### config.mk
export PLATFORM = sky130hd
export DESIGN_NAME = dip_replacement
export DESIGN_NICKNAME = d
export VERILOG_FILES = /design/src/rtl/dip_pkg.sv /design/src/rtl/dip_policy_ctrl.sv /design/src/rtl/dip_recency_dp.sv /design/src/rtl/dip_replacement.sv
export SDC_FILE = /design/constraint.sdc
export NUM_CORES = 1
export LEC_CHECK = 0
export BUFFER_PORTS_ARGS = -buffer_cell sky130_fd_sc_hd__buf_4
export CAP_MARGIN = 0
export CORE_UTILIZATION = 55
export CTS_BUF_LIST = sky130_fd_sc_hd__clkbuf_8
export DETAILED_ROUTE_END_ITERATION = 8
export HOLD_SLACK_MARGIN = 0.02
export PLACE_DENSITY_LB_ADDON = 0.12
export SYNTH_ARGS = -nofsm -noshare
export SYNTH_HDL_FRONTEND = slang
export SYNTH_SLANG_ARGS = --single-unit
### constraint.sdc
create_clock -name clk -period 10.68 [get_ports clk]
set_clock_uncertainty 0.1 [all_clocks]
set_input_delay 1.068 -clock clk [delete_from_list [all_inputs] [get_ports clk]]
set_output_delay 1.068 -clock clk [all_outputs]
set_load 0.03 [all_outputs]
### src/rtl/dip_pkg.sv
package dip_pkg;
  // strobes handed from the policy control to the recency datapath
  typedef struct packed {
    logic touch;      // a request is applied this cycle
    logic hit;        // request is a hit
    logic insertMru;  // on a miss, place the filled way at the top
  } strobe_t;
endpackage

### src/rtl/dip_policy_ctrl.sv
module dip_policy_ctrl
  import dip_pkg::*;
#(
  parameter int SET_W  = 6,
  parameter int DUEL_W = 5,
  parameter int PSEL_W = 10,
  parameter int THR_W  = 5,
  parameter int LFSR_W = 16,
  parameter logic [LFSR_W-1:0] LFSR_TAPS = 16'hB400
) (
  input  logic             clk,
  input  logic             rst,
  input  logic             reqValid,
  input  logic [SET_W-1:0] reqSet,
  input  logic             reqHit,
  output strobe_t          strb,
  output logic             followBip
);
  localparam logic [PSEL_W-1:0] PSEL_MAX  = '1;
  localparam logic [PSEL_W-1:0] PSEL_ZERO = '0;
  localparam logic [PSEL_W-1:0] PSEL_INIT = {1'b0, {(PSEL_W-1){1'b1}}};
  localparam logic [LFSR_W-1:0] LFSR_SEED = {{(LFSR_W-1){1'b0}}, 1'b1};

  logic [PSEL_W-1:0] psel;
  logic [LFSR_W-1:0] lfsr;
  logic [DUEL_W-1:0] slot;
  logic isMruLeader, isBipLeader, useBip, coinMru, missNow;

  assign slot        = reqSet[DUEL_W-1:0];
  assign isMruLeader = (slot == DUEL_W'(0));
  assign isBipLeader = (slot == DUEL_W'(1));
  assign missNow     = reqValid & ~reqHit;
  assign coinMru     = (lfsr[THR_W-1:0] == '0);
  assign useBip      = isBipLeader | (~isMruLeader & psel[PSEL_W-1]);

  always_comb begin
    strb.touch     = reqValid;
    strb.hit       = reqHit;
    strb.insertMru = ~useBip | coinMru;
  end

  assign followBip = psel[PSEL_W-1];

  // free-running Galois shift register
  always_ff @(posedge clk) begin
    if (rst) lfsr <= LFSR_SEED;
    else     lfsr <= {1'b0, lfsr[LFSR_W-1:1]} ^ (lfsr[0] ? LFSR_TAPS : '0);
  end

  // saturating selector counter
  always_ff @(posedge clk) begin
    if (rst) begin
      psel <= PSEL_INIT;
    end else if (missNow) begin
      if (isMruLeader && psel != PSEL_MAX)       psel <= psel + 1'b1;
      else if (isBipLeader && psel != PSEL_ZERO) psel <= psel - 1'b1;
    end
  end
endmodule

### src/rtl/dip_recency_dp.sv
module dip_recency_dp
  import dip_pkg::*;
#(
  parameter int WAYS  = 4,
  parameter int SETS  = 64,
  parameter int WAY_W = 2,
  parameter int SET_W = 6
) (
  input  logic                  clk,
  input  logic                  rst,
  input  strobe_t               strb,
  input  logic [SET_W-1:0]      reqSet,
  input  logic [WAY_W-1:0]      reqWay,
  output logic                  respValid,
  output logic [WAYS*WAY_W-1:0] stateOut,
  output logic                  victimValid,
  output logic [WAY_W-1:0]      victimWay,
  output logic                  insertMru
);
  typedef logic [WAYS-1:0][WAY_W-1:0] stack_t;

  stack_t stackMem [SETS];
  stack_t cur, nxt;
  logic [WAY_W-1:0] hitPos;
  logic [WAY_W-1:0] bottomWay;

  assign cur       = stackMem[reqSet];
  assign bottomWay = cur[WAYS-1];

  always_comb begin
    hitPos = '0;
    for (int p = 0; p < WAYS; p++)
      if (cur[p] == reqWay) hitPos = WAY_W'(p);
  end

  always_comb begin
    nxt = cur;
    if (strb.hit) begin
      nxt[0] = reqWay;
      for (int p = 1; p < WAYS; p++)
        if (p <= int'(hitPos)) nxt[p] = cur[p-1];
    end else if (strb.insertMru) begin
      nxt[0] = bottomWay;
      for (int p = 1; p < WAYS; p++) nxt[p] = cur[p-1];
    end
  end

  always_ff @(posedge clk) begin
    if (rst) begin
      for (int s = 0; s < SETS; s++)
        for (int p = 0; p < WAYS; p++)
          stackMem[s][p] <= WAY_W'(p);
    end else if (strb.touch) begin
      stackMem[reqSet] <= nxt;
    end
  end

  always_ff @(posedge clk) begin
    if (rst) begin
      respValid   <= 1'b0;
      victimValid <= 1'b0;
      insertMru   <= 1'b0;
      victimWay   <= '0;
      stateOut    <= '0;
    end else begin
      respValid   <= strb.touch;
      victimValid <= strb.touch & ~strb.hit;
      insertMru   <= strb.touch & ~strb.hit & strb.insertMru;
      if (strb.touch) begin
        stateOut <= nxt;
        if (!strb.hit) victimWay <= bottomWay;
      end
    end
  end
endmodule

### src/rtl/dip_replacement.sv
module dip_replacement
  import dip_pkg::*;
#(
  parameter int WAYS   = 4,
  parameter int SETS   = 64,
  parameter int PSEL_W = 10,
  parameter int DUEL_W = 5,
  parameter int THR_W  = 5,
  parameter int LFSR_W = 16,
  parameter logic [LFSR_W-1:0] LFSR_TAPS = 16'hB400,
  localparam int WAY_W = (WAYS > 1) ? $clog2(WAYS) : 1,
  localparam int SET_W = (SETS > 1) ? $clog2(SETS) : 1
) (
  input  logic                  clk,
  input  logic                  rst,
  input  logic                  reqValid,
  input  logic [SET_W-1:0]      reqSet,
  input  logic                  reqHit,
  input  logic [WAY_W-1:0]      reqWay,
  output logic                  victimValid,
  output logic [WAY_W-1:0]      victimWay,
  output logic                  respValid,
  output logic [WAYS*WAY_W-1:0] stateOut,
  output logic                  insertMru,
  output logic                  followBip
);
  strobe_t strb;

  dip_policy_ctrl #(
    .SET_W(SET_W), .DUEL_W(DUEL_W), .PSEL_W(PSEL_W),
    .THR_W(THR_W), .LFSR_W(LFSR_W), .LFSR_TAPS(LFSR_TAPS)
  ) u_ctrl (
    .clk(clk), .rst(rst), .reqValid(reqValid), .reqSet(reqSet),
    .reqHit(reqHit), .strb(strb), .followBip(followBip)
  );

  dip_recency_dp #(
    .WAYS(WAYS), .SETS(SETS), .WAY_W(WAY_W), .SET_W(SET_W)
  ) u_dp (
    .clk(clk), .rst(rst), .strb(strb), .reqSet(reqSet), .reqWay(reqWay),
    .respValid(respValid), .stateOut(stateOut), .victimValid(victimValid),
    .victimWay(victimWay), .insertMru(insertMru)
  );
endmodule

Word level (Yosys, flattened, before mapping). Memories as Yosys holds them, arrays and structs flattened. Index checks and enable logic that the tools add are counted. W data, S select, Z words.

Word-level logic and storage cells: 55. Output and inout port bits: 14. RAM bits: 512. Register bits after elaboration: 39. Input bits: 12. Memories: 1.

Equality and inequality tests: 5. $lt $le $gt $ge: 3. Reduce and logical (&&, ||, !) cells: 9. Mux-type cells: 19. Bitwise operators: 9. Add/subtract/negate cells: 2.

Memory list: u_dp.stackMem (words 64, bits a word 8, read ports 1, clocked after memory_dff 0, write ports 64, RTL line dip_recency_dp.sv:22) `stack_t stackMem [SETS];`.

Operator list (count): $mux W8 (3); $mux W10 (2); $mux W16 (1); $xor A15 B16 Y16 (1); $add A10 B1 Y10 const B (1); $logic_not A5 Y1 (2); $mux W2 (5); $ne A10 B10 Y1 const B (1); $reduce_bool A10 Y1 (1); $sub A10 B1 Y10 const B (1); $reduce_or A8 Y1 (1); $mux W1 (7); $eq A2 B2 Y1 (3); $mux W6 (1); $eq A5 B1 Y1 const B (1); $le A2 B2 Y1 const A (2); $reduce_and A2 Y1 (2); $and A1 B1 Y1 (3); $not A1 Y1 (3); $le A1 B2 Y1 const A (1); $logic_and A1 B1 Y1 (2); $or A1 B1 Y1 (2); $reduce_bool A2 Y1 (1).

Depth between registers and ports, before layout. Gate-level depths: netlist of run 1.

Word-level depth: 9. Depth in mapped cells: 18. Mapped depth without buffers: 12.

Hierarchy. From an unflattened synthesis of run 1, not the netlist that was laid out.

Cell total of the unflattened synthesis: 2144. Area, all modules: 26188.9 um^2.

Modules (own cells, without submodules): dip_recency_dp (times used 1, seq. area each 15635.0 um^2, area each 24887.6 um^2, cells each 2010); dip_policy_ctrl (times used 1, seq. area each 520.5 um^2, area each 1301.2 um^2, cells each 134).

Worst setup path after synthesis of run 1. OpenSTA, ideal clock, no wires.

Path type: input to register. From: input reqSet[0]. To: register u_ctrl.psel[8]. Required time: 10460 ps. Buffers on the path: 6. Path slack: 5670 ps. Setup time: 120 ps. Stages on the path: 18. Data arrival time: 4791 ps. Cell sequence: buf_2 buf_4 buf_4 buf_2 nor2_1 clkbuf_1 clkbuf_1 o311ai_1 fa_1 a21o_1 a21oi_1 o21bai_1 a21oi_1 o21bai_1 a21oi_1 xor2_1 nor2_1 a211o_1.

Word-level cells in the longest chain between the ends: 4. Elaborated cells on any way between the ends: 7. Classes of those cells: eq/ne: 1; mux: 1; reduce/logical: 5.

RTL lines: start, declared (RTL line dip_replacement.sv:17) `input logic [SET_W-1:0] reqSet,`; $eq A5 B1 Y1 / $logic_not A5 Y1 (equally long branches) (RTL line dip_policy_ctrl.sv:31, dip_policy_ctrl.sv:30); $logic_and A1 B1 Y1 (on tied branches) (RTL line dip_policy_ctrl.sv:56, dip_policy_ctrl.sv:55); $reduce_bool A2 Y1 (no source line); $reduce_and A2 Y1 (no source line); end signal, assigned (RTL line dip_policy_ctrl.sv:55) `if (isMruLeader && psel != PSEL_MAX) psel <= psel + 1'b1;`; end signal, assigned (RTL line dip_policy_ctrl.sv:56) `else if (isBipLeader && psel != PSEL_ZERO) psel <= psel - 1'b1;`; end, declared (RTL line dip_policy_ctrl.sv:24) `logic [PSEL_W-1:0] psel;`.

Several ways; a longest one is shown, not always the timed one. A chain may end at the register's enable or synchronous reset.

==> impl_results.md, run 1 <==
* Switching fraction of total power at 0.278
* Max-slew headroom at 0.173
* Routed via count at 17,679
* RR Startpoint: u_dp.stackMem[42][7]
* Clock-pin slew of the registers on the worst-case setup and hold paths at 60 ps
* Syn_nets at 2,049
* Most frequent cells in the layout: edfxtp_1, nor2_1, nand2_1, clkbuf_8, mux4_2
* Sw power at 1.29 mW
* Critical Path RT at roughly 11,000 ps
* Fraction of the mapped netlist area in adder cells at 0.00473
* Layout cells sized above 1 at 0.161
* Crit path largest cell delay at 720 ps
* EDFF count, synth at 512
* Final GP Congestion at roughly 0.98
* Total negative setup slack at 0 ps
* Most used cell, CP: buf_4
* Comb pwr share at 0.116
* Setup-violating endpoint count in the final report at 0
* Sink Count at 551
* PnR worst setup slack at 4590 ps
* Largest net degree at the start of global routing at 116
* Fillers at approximately 3,700
* Synthesis-stage register bit count at 551
* Sequential area share after synthesis at 0.637
* Final hold vios at 0
* Area growth, synth to finish at 8.44%
* Outcome: finished, final reports clean
* FFs w/ async S/R, synth at 0
* Global-route wire length before repair at 114,000 um
* Mapped Avg Cell Area at 12.5 um2
* Worst min path class: flip-flop to flip-flop
* Mux share of post-synthesis cell area at 0.0944
* Flop pwr share at 0.522
* Max-cap violations at 0
* Vias/cell at around 6.6
* Core ar. at 45,500 um2
* # port buffers at 25
* CTS max path bufs at 3
* Slowest stage cell on the critical path: buf_4
* Element type at the critical path end: flip-flop
* Drt first pass iters at 6
* Crit path from: reqSet[2]
* Fin. max-slew vios at 0
* Ys Warns at 0
* Drt wl/cell at 28.8 um
* CP Class: primary input to flip-flop
* CP max FO at 60
* Clock latency on the worst-skew pair at 710 ps
* Post-Synth XOR/XNOR Area at 0.00518
* Fin crit share at 0.570
* CTS Buf Count at 89
* Yosys cell types at 74
* All-layer global routing usage at 0.337
* CTS tree: done
* Cell Area, Synth at 25,400 um2
* Final net count at 2,043
* Compound-gate portion of the synthesized area at 0.0715
* Initial antenna violation count at 6
* Post_cts resized at 0
* H-tree lvl count at 3
* Hold path startpoint: u_ctrl.lfsr[9]
* Vias in the first global route at 17,188
* Leakage at 8.48 nW
* Routed WL at ~78,000 um
* Cell Chain, Critical Path: buf_4 -> buf_4 -> mux4_2 -> a22oi_1 -> o22ai_1 -> nor4_2 -> nor2_1 -> o21ai_1 -> nand2_1 -> o211ai_4 -> buf_4 -> nor2_1
* F_max at 0.164 GHz
* Pwr/cell area at about 170 nW/um2
* Critical Path AT at 6400 ps
* Simple-gate portion of the synthesized area at 0.151
* Pwr Total at 4.64 mW
* Hold buffers post-CTS at 0
* Die height at ~220 um
* Worst-Margin Slew at 1240 ps
* Detail Route Antenna Nets at 0
* Ys flop type: edfxtp_1
* Int Power at 3.35 mW
* Die ar. at 47,000 um2
* Setup Slack @ Placement at 4090 ps
* Worst setup SP type: primary input
* Register area at about 16,000 um2
* DRC viols at 0
* RSZ-0062 raised after global routing: false
* Post-CTS setup buffer count at 0
* Min Tclk post-route at 6090 ps
* Die X at between 200 and 250 um
* Starting Density at 0.558
* 1st-iter DRT viols at 2,375
* Largest family of logic cells by synthesized area: simple AND/OR/NAND/NOR gates
* CTS root buf: clkbuf_8
* Synth Instances at between 2,000 and 2,500
* I/O Pins at 26
* DP HPWL at 49,500 um
* Commonest non-fill, non-tap cell in the layout: edfxtp_1
* Row cnt at between 70 and 80
* Clock power share at 0.362
* Multi-input gate area at between 8000 and 9000 um2
* Total grt overflow at 0
* Peak supply drop at roughly 120 uV
-- cell type report --
type                       count  share of cell area
multi-input combinational   1298               0.306
antenna                        3            0.000273
timing repair buffer          68              0.0194
clock buffer                  92              0.0460
sequential                   551               0.587
tap                          600              0.0273
clock inverter                69              0.0117
inverter                      14             0.00191
-- worst max-delay path: cells and delay by family --
| kind | cells | cell delay (ps) |
|---|---|---|
| AOI/OAI and AO/OA | 4 | 1910 |
| buffers and inverters | 3 | 1850 |
| muxes | 1 | 440 |
| and+or+nand+nor | 4 | 980 |
-- power groups by stage --
stage / logic, mW / registers (mW) / clock network, mW
2_1_floorplan: 0.346 / 2.46 / 0
3_3_place_gp: 0.521 / 2.46 / 0
3_5_place_dp: 0.525 / 2.46 / 0
4_1_cts: 0.528 / 2.42 / 1.70
5_1_grt: 0.558 / 2.42 / 1.78
6_report: 0.538 / 2.42 / 1.68
-- metal layers --
| metal | track usage | part of all wire | up-vias |
|---|---|---|---|
| li1 | - | - | 7422 |
| met1 | 0.457 | 0.39 | 8908 |
| met2 | 0.498 | 0.45 | 1112 |
| met3 | 0.0847 | 0.11 | 227 |
| met4 | 0.188 | 0.055 | 10 |
| met5 | 0.0146 | 0.0015 | - |
-- flip-flops by register name, summed over array words and instances (netlist names) --
name	cells
u_dp.stateOut	8
u_dp.stackMem	512
u_ctrl.psel	10
u_dp.respValid	1
u_dp.victimWay	2
u_ctrl.lfsr	16
u_dp.insertMru	1
u_dp.victimValid	1
-- path summary, 6_finish.rpt --
check | endpoint | slack, ps | cells past startpoint
max | u_dp.stackMem[40][3] | 4590 | 12
min | u_ctrl.lfsr[8] | 340 | 1
max reg2reg | u_dp.stackMem[40][3] | 5840 | 10
min reg2reg | u_ctrl.lfsr[8] | 340 | 1
-- cells by family (layout without fill, tap and decap cells) --
kind of cell / Yosys count / count (layout)
other: 0 / 3
AOI/OAI and AO/OA: 266 / 266
muxes: 133 / 133
xor gates and xnor gates: 15 / 15
and+or+nand+nor: 875 / 875
DFF: 551 / 551
buffers and inverters: 179 / 243
adders and majority gates: 9 / 9
-- per-stage QoR --
step	instances	hold slack (ps)	util	cell area (um2)
after floorplan	2028	314	-	25400
after global placement	2531	323	0.570	25900
after detailed placement	2531	327	0.570	25900
after CTS	2692	345	0.605	27500
after global routing	2692	353	0.605	27500
final	2695	338	0.605	27500
-- cell usage after synthesis, drive strengths merged (12+ instances only) --
master  number  area (um2)
xnor2       12         105
nand2      301        1130
o21ai       83         415
or2         32         200
clkbuf      69         259
nor2b       22         138
dfxtp       39         781
a22oi       31         233
edfxtp     512       15400
a221oi      28         245
a211oi      12        90.1
mux2i       29         290
mux4        83        1870
buf         96         611
nor2       368        1380
nand2b      44         275
mux2        21         236
nand3       29         145
o22ai       13        81.3
a21oi       28         140
inv         14        52.6
Power figures use the tool's default switching activity.
==> run 2: changes to the inputs <==
==> constraint.sdc (replaced) <==
create_clock -name clk -period 6.1 [get_ports clk]
set_clock_uncertainty 0.1 [all_clocks]
set_input_delay 0.61 -clock clk [delete_from_list [all_inputs] [get_ports clk]]
set_output_delay 0.61 -clock clk [all_outputs]
set_load 0.03 [all_outputs]
==> run 2 against run 1 <==
  * Routed wire length shrank 2.5%
  * Non-clock buffer count is 22 higher
  * Total power is 79% higher
  * Largest power group unchanged
  * Highest routed layer unchanged
==> impl_results.md, run 2 (same netlist as run 1, synthesis figures left out) <==
* Drt wl/cell at 27.8 um (-3.2%)
* Leakage at 8.66 nW (+2.1%)
* CTS max path bufs at 3 (unchanged)
* Fillers at 3,682 (+0.30%)
* Final GP Congestion at 0.933 (-4.9%)
* Max-cap violations at 0 (unchanged)
* Post-CTS setup buffer count at 0 (unchanged)
* Routed WL at 75,600 um (-2.5%)
* Max-slew headroom at 0.179 (+0.00627)
* Layout cells sized above 1 at 0.171 (+0.00968)
* Routed via count at 17,608 (-0.40%)
* Die X at 217 um (unchanged)
* Vias in the first global route at 16,914 (-1.6%)
* Flop2flop setup slack at 1840 ps (-4000 ps)
* Final hold vios at 0 (unchanged)
* Total grt overflow at 0 (unchanged)
* Final net count at 2,067 (+1.2%)
* Post_cts resized at 0 (unchanged)
* # port buffers at 25 (unchanged)
* Starting Density at 0.558 (unchanged)
* Worst-Margin Slew at 1220 ps (-11.4 ps)
* Total negative setup slack at 0 ps (unchanged)
* Global-route wire length before repair at 111,000 um (-2.4%)
* Die ar. at 47,000 um2 (unchanged)
* Pwr/cell area at 298 nW/um2 (+77%)
* Worst setup SP type: primary input
* RSZ-0062 raised after global routing: false
* Element type at the critical path end: flip-flop
* Largest register FFs at 512 (unchanged)
* Sink Count at 551 (unchanged)
* Initial antenna violation count at 2 (-4)
* Worst min path class: primary input to flip-flop
* Most flop-heavy register: u_dp.stackMem
* Pwr Total at 8.30 mW (+79%)
* Clock latency on the worst-skew pair at 690 ps (-20 ps)
* H-tree lvl count at 3 (unchanged)
* CP max FO at 61 (+1.7%)
* Outcome: finished, final reports clean
* Min Tclk post-route at approximately 4700 ps
* DRC viols at 0 (unchanged)
* Most frequent cells in the layout: edfxtp_1, nor2_1, nand2_1, clkbuf_8, mux4_2
* Top flop regs: u_dp.stackMem x512, u_ctrl.lfsr x16, u_ctrl.psel x10
* Hold buffers post-CTS at 0 (unchanged)
* Die height at 217 um (unchanged)
* Core ar. at 45,500 um2 (unchanged)
* Critical Path RT at 6390 ps (-4600 ps)
* Largest net degree at the start of global routing at 65 (-44%)
* All-layer global routing usage at 0.328 (-0.00881)
* Row cnt at 78 (unchanged)
* Critical Path AT at 4950 ps (-1450 ps)
* Fin. max-slew vios at 0 (unchanged)
* Commonest non-fill, non-tap cell in the layout: edfxtp_1
* CTS Buf Count at 91 (+2.2%)
* # diodes at 0 (-3)
* CP Class: primary input to flip-flop
* DP HPWL at 49,700 um (+0.30%)
* F_max at roughly 0.21 GHz
* 1st-iter DRT viols at 2,339 (-1.5%)
* CTS root buf: clkbuf_8
* Fin crit share at 0.764
* Final core utilization at 0.612 (+0.00674)
* Vias/cell at 6.49 (-1.1%)
* Peak supply drop at 261 uV (+120%)
* Drt first pass iters at 6 (unchanged)
* Area growth, synth to finish at 9.65%
* Clock-pin slew of the registers on the worst-case setup and hold paths at 60 ps (about the same)
* CTS tree: done
* Detail Route Antenna Nets at 0 (unchanged)
* Setup-violating endpoint count in the final report at 0 (unchanged)
* I/O Pins at 26 (unchanged)
[run 2: power breakdown]
| group | total [mW] | internal [mW] | switching, mW |
|---|---|---|---|
| Sequential | 4.24 | 4.20 | 0.0330 |
| Clock | 3.08 | 1.60 | 1.49 |
| Combinational | 0.976 | 0.253 | 0.724 |
[run 2: area by class of cell]
cell class	count	area, um2	area share
multi-input combinational	1298	8420	0.303
timing repair buffer	90	761	0.0273
sequential	551	16200	0.581
tap	600	751	0.0270
inverter	14	52.6	0.00189
clock inverter	63	329	0.0118
clock buffer	98	1350	0.0485
[run 2: layer usage]
layer  vias up  GRT usage  wire (um)
li1       7469          -          -
met1      8783      0.459      29600
met2      1144      0.486      33800
met3       208     0.0759       8550
met4         4      0.161       3630
met5         -          0         16
[run 2: critical path, cell delays in order]
cell	delay (ps)
clkbuf_8	360
buf_4	330
nor2_2	850
a22oi_1	350
o22ai_1	230
nor2_1	60
o211ai_1	690
xnor2_1	200
nor2_1	140
o21a_2	590
buf_12	270
o21ai_0	130
[run 2: final timing paths]
path	start	endpoint	depth (start not counted)
hold reg to reg	u_ctrl.lfsr[5]	u_ctrl.lfsr[4]	1
setup / recovery	reqSet[0]	u_dp.stackMem[54][2]	12
hold / removal	reqHit	u_dp.victimValid	2
setup reg to reg	u_dp.stackMem[63][4]	u_dp.stackMem[54][2]	10
[run 2: through the flow]
| stage | setup WS, ps | instance area, um2 | hold slack [ps] | cells |
|---|---|---|---|---|
| finish | 1440 | 27800 | 113 | 2714 |
| global route | 1210 | 27800 | 113 | 2714 |
| CTS | 1490 | 27800 | 60.0 | 2714 |
| detailed placement | 791 | 26100 | 322 | 2553 |
| global placement | 839 | 26100 | 321 | 2553 |
| floorplan | 1550 | 25400 | 314 | 2028 |
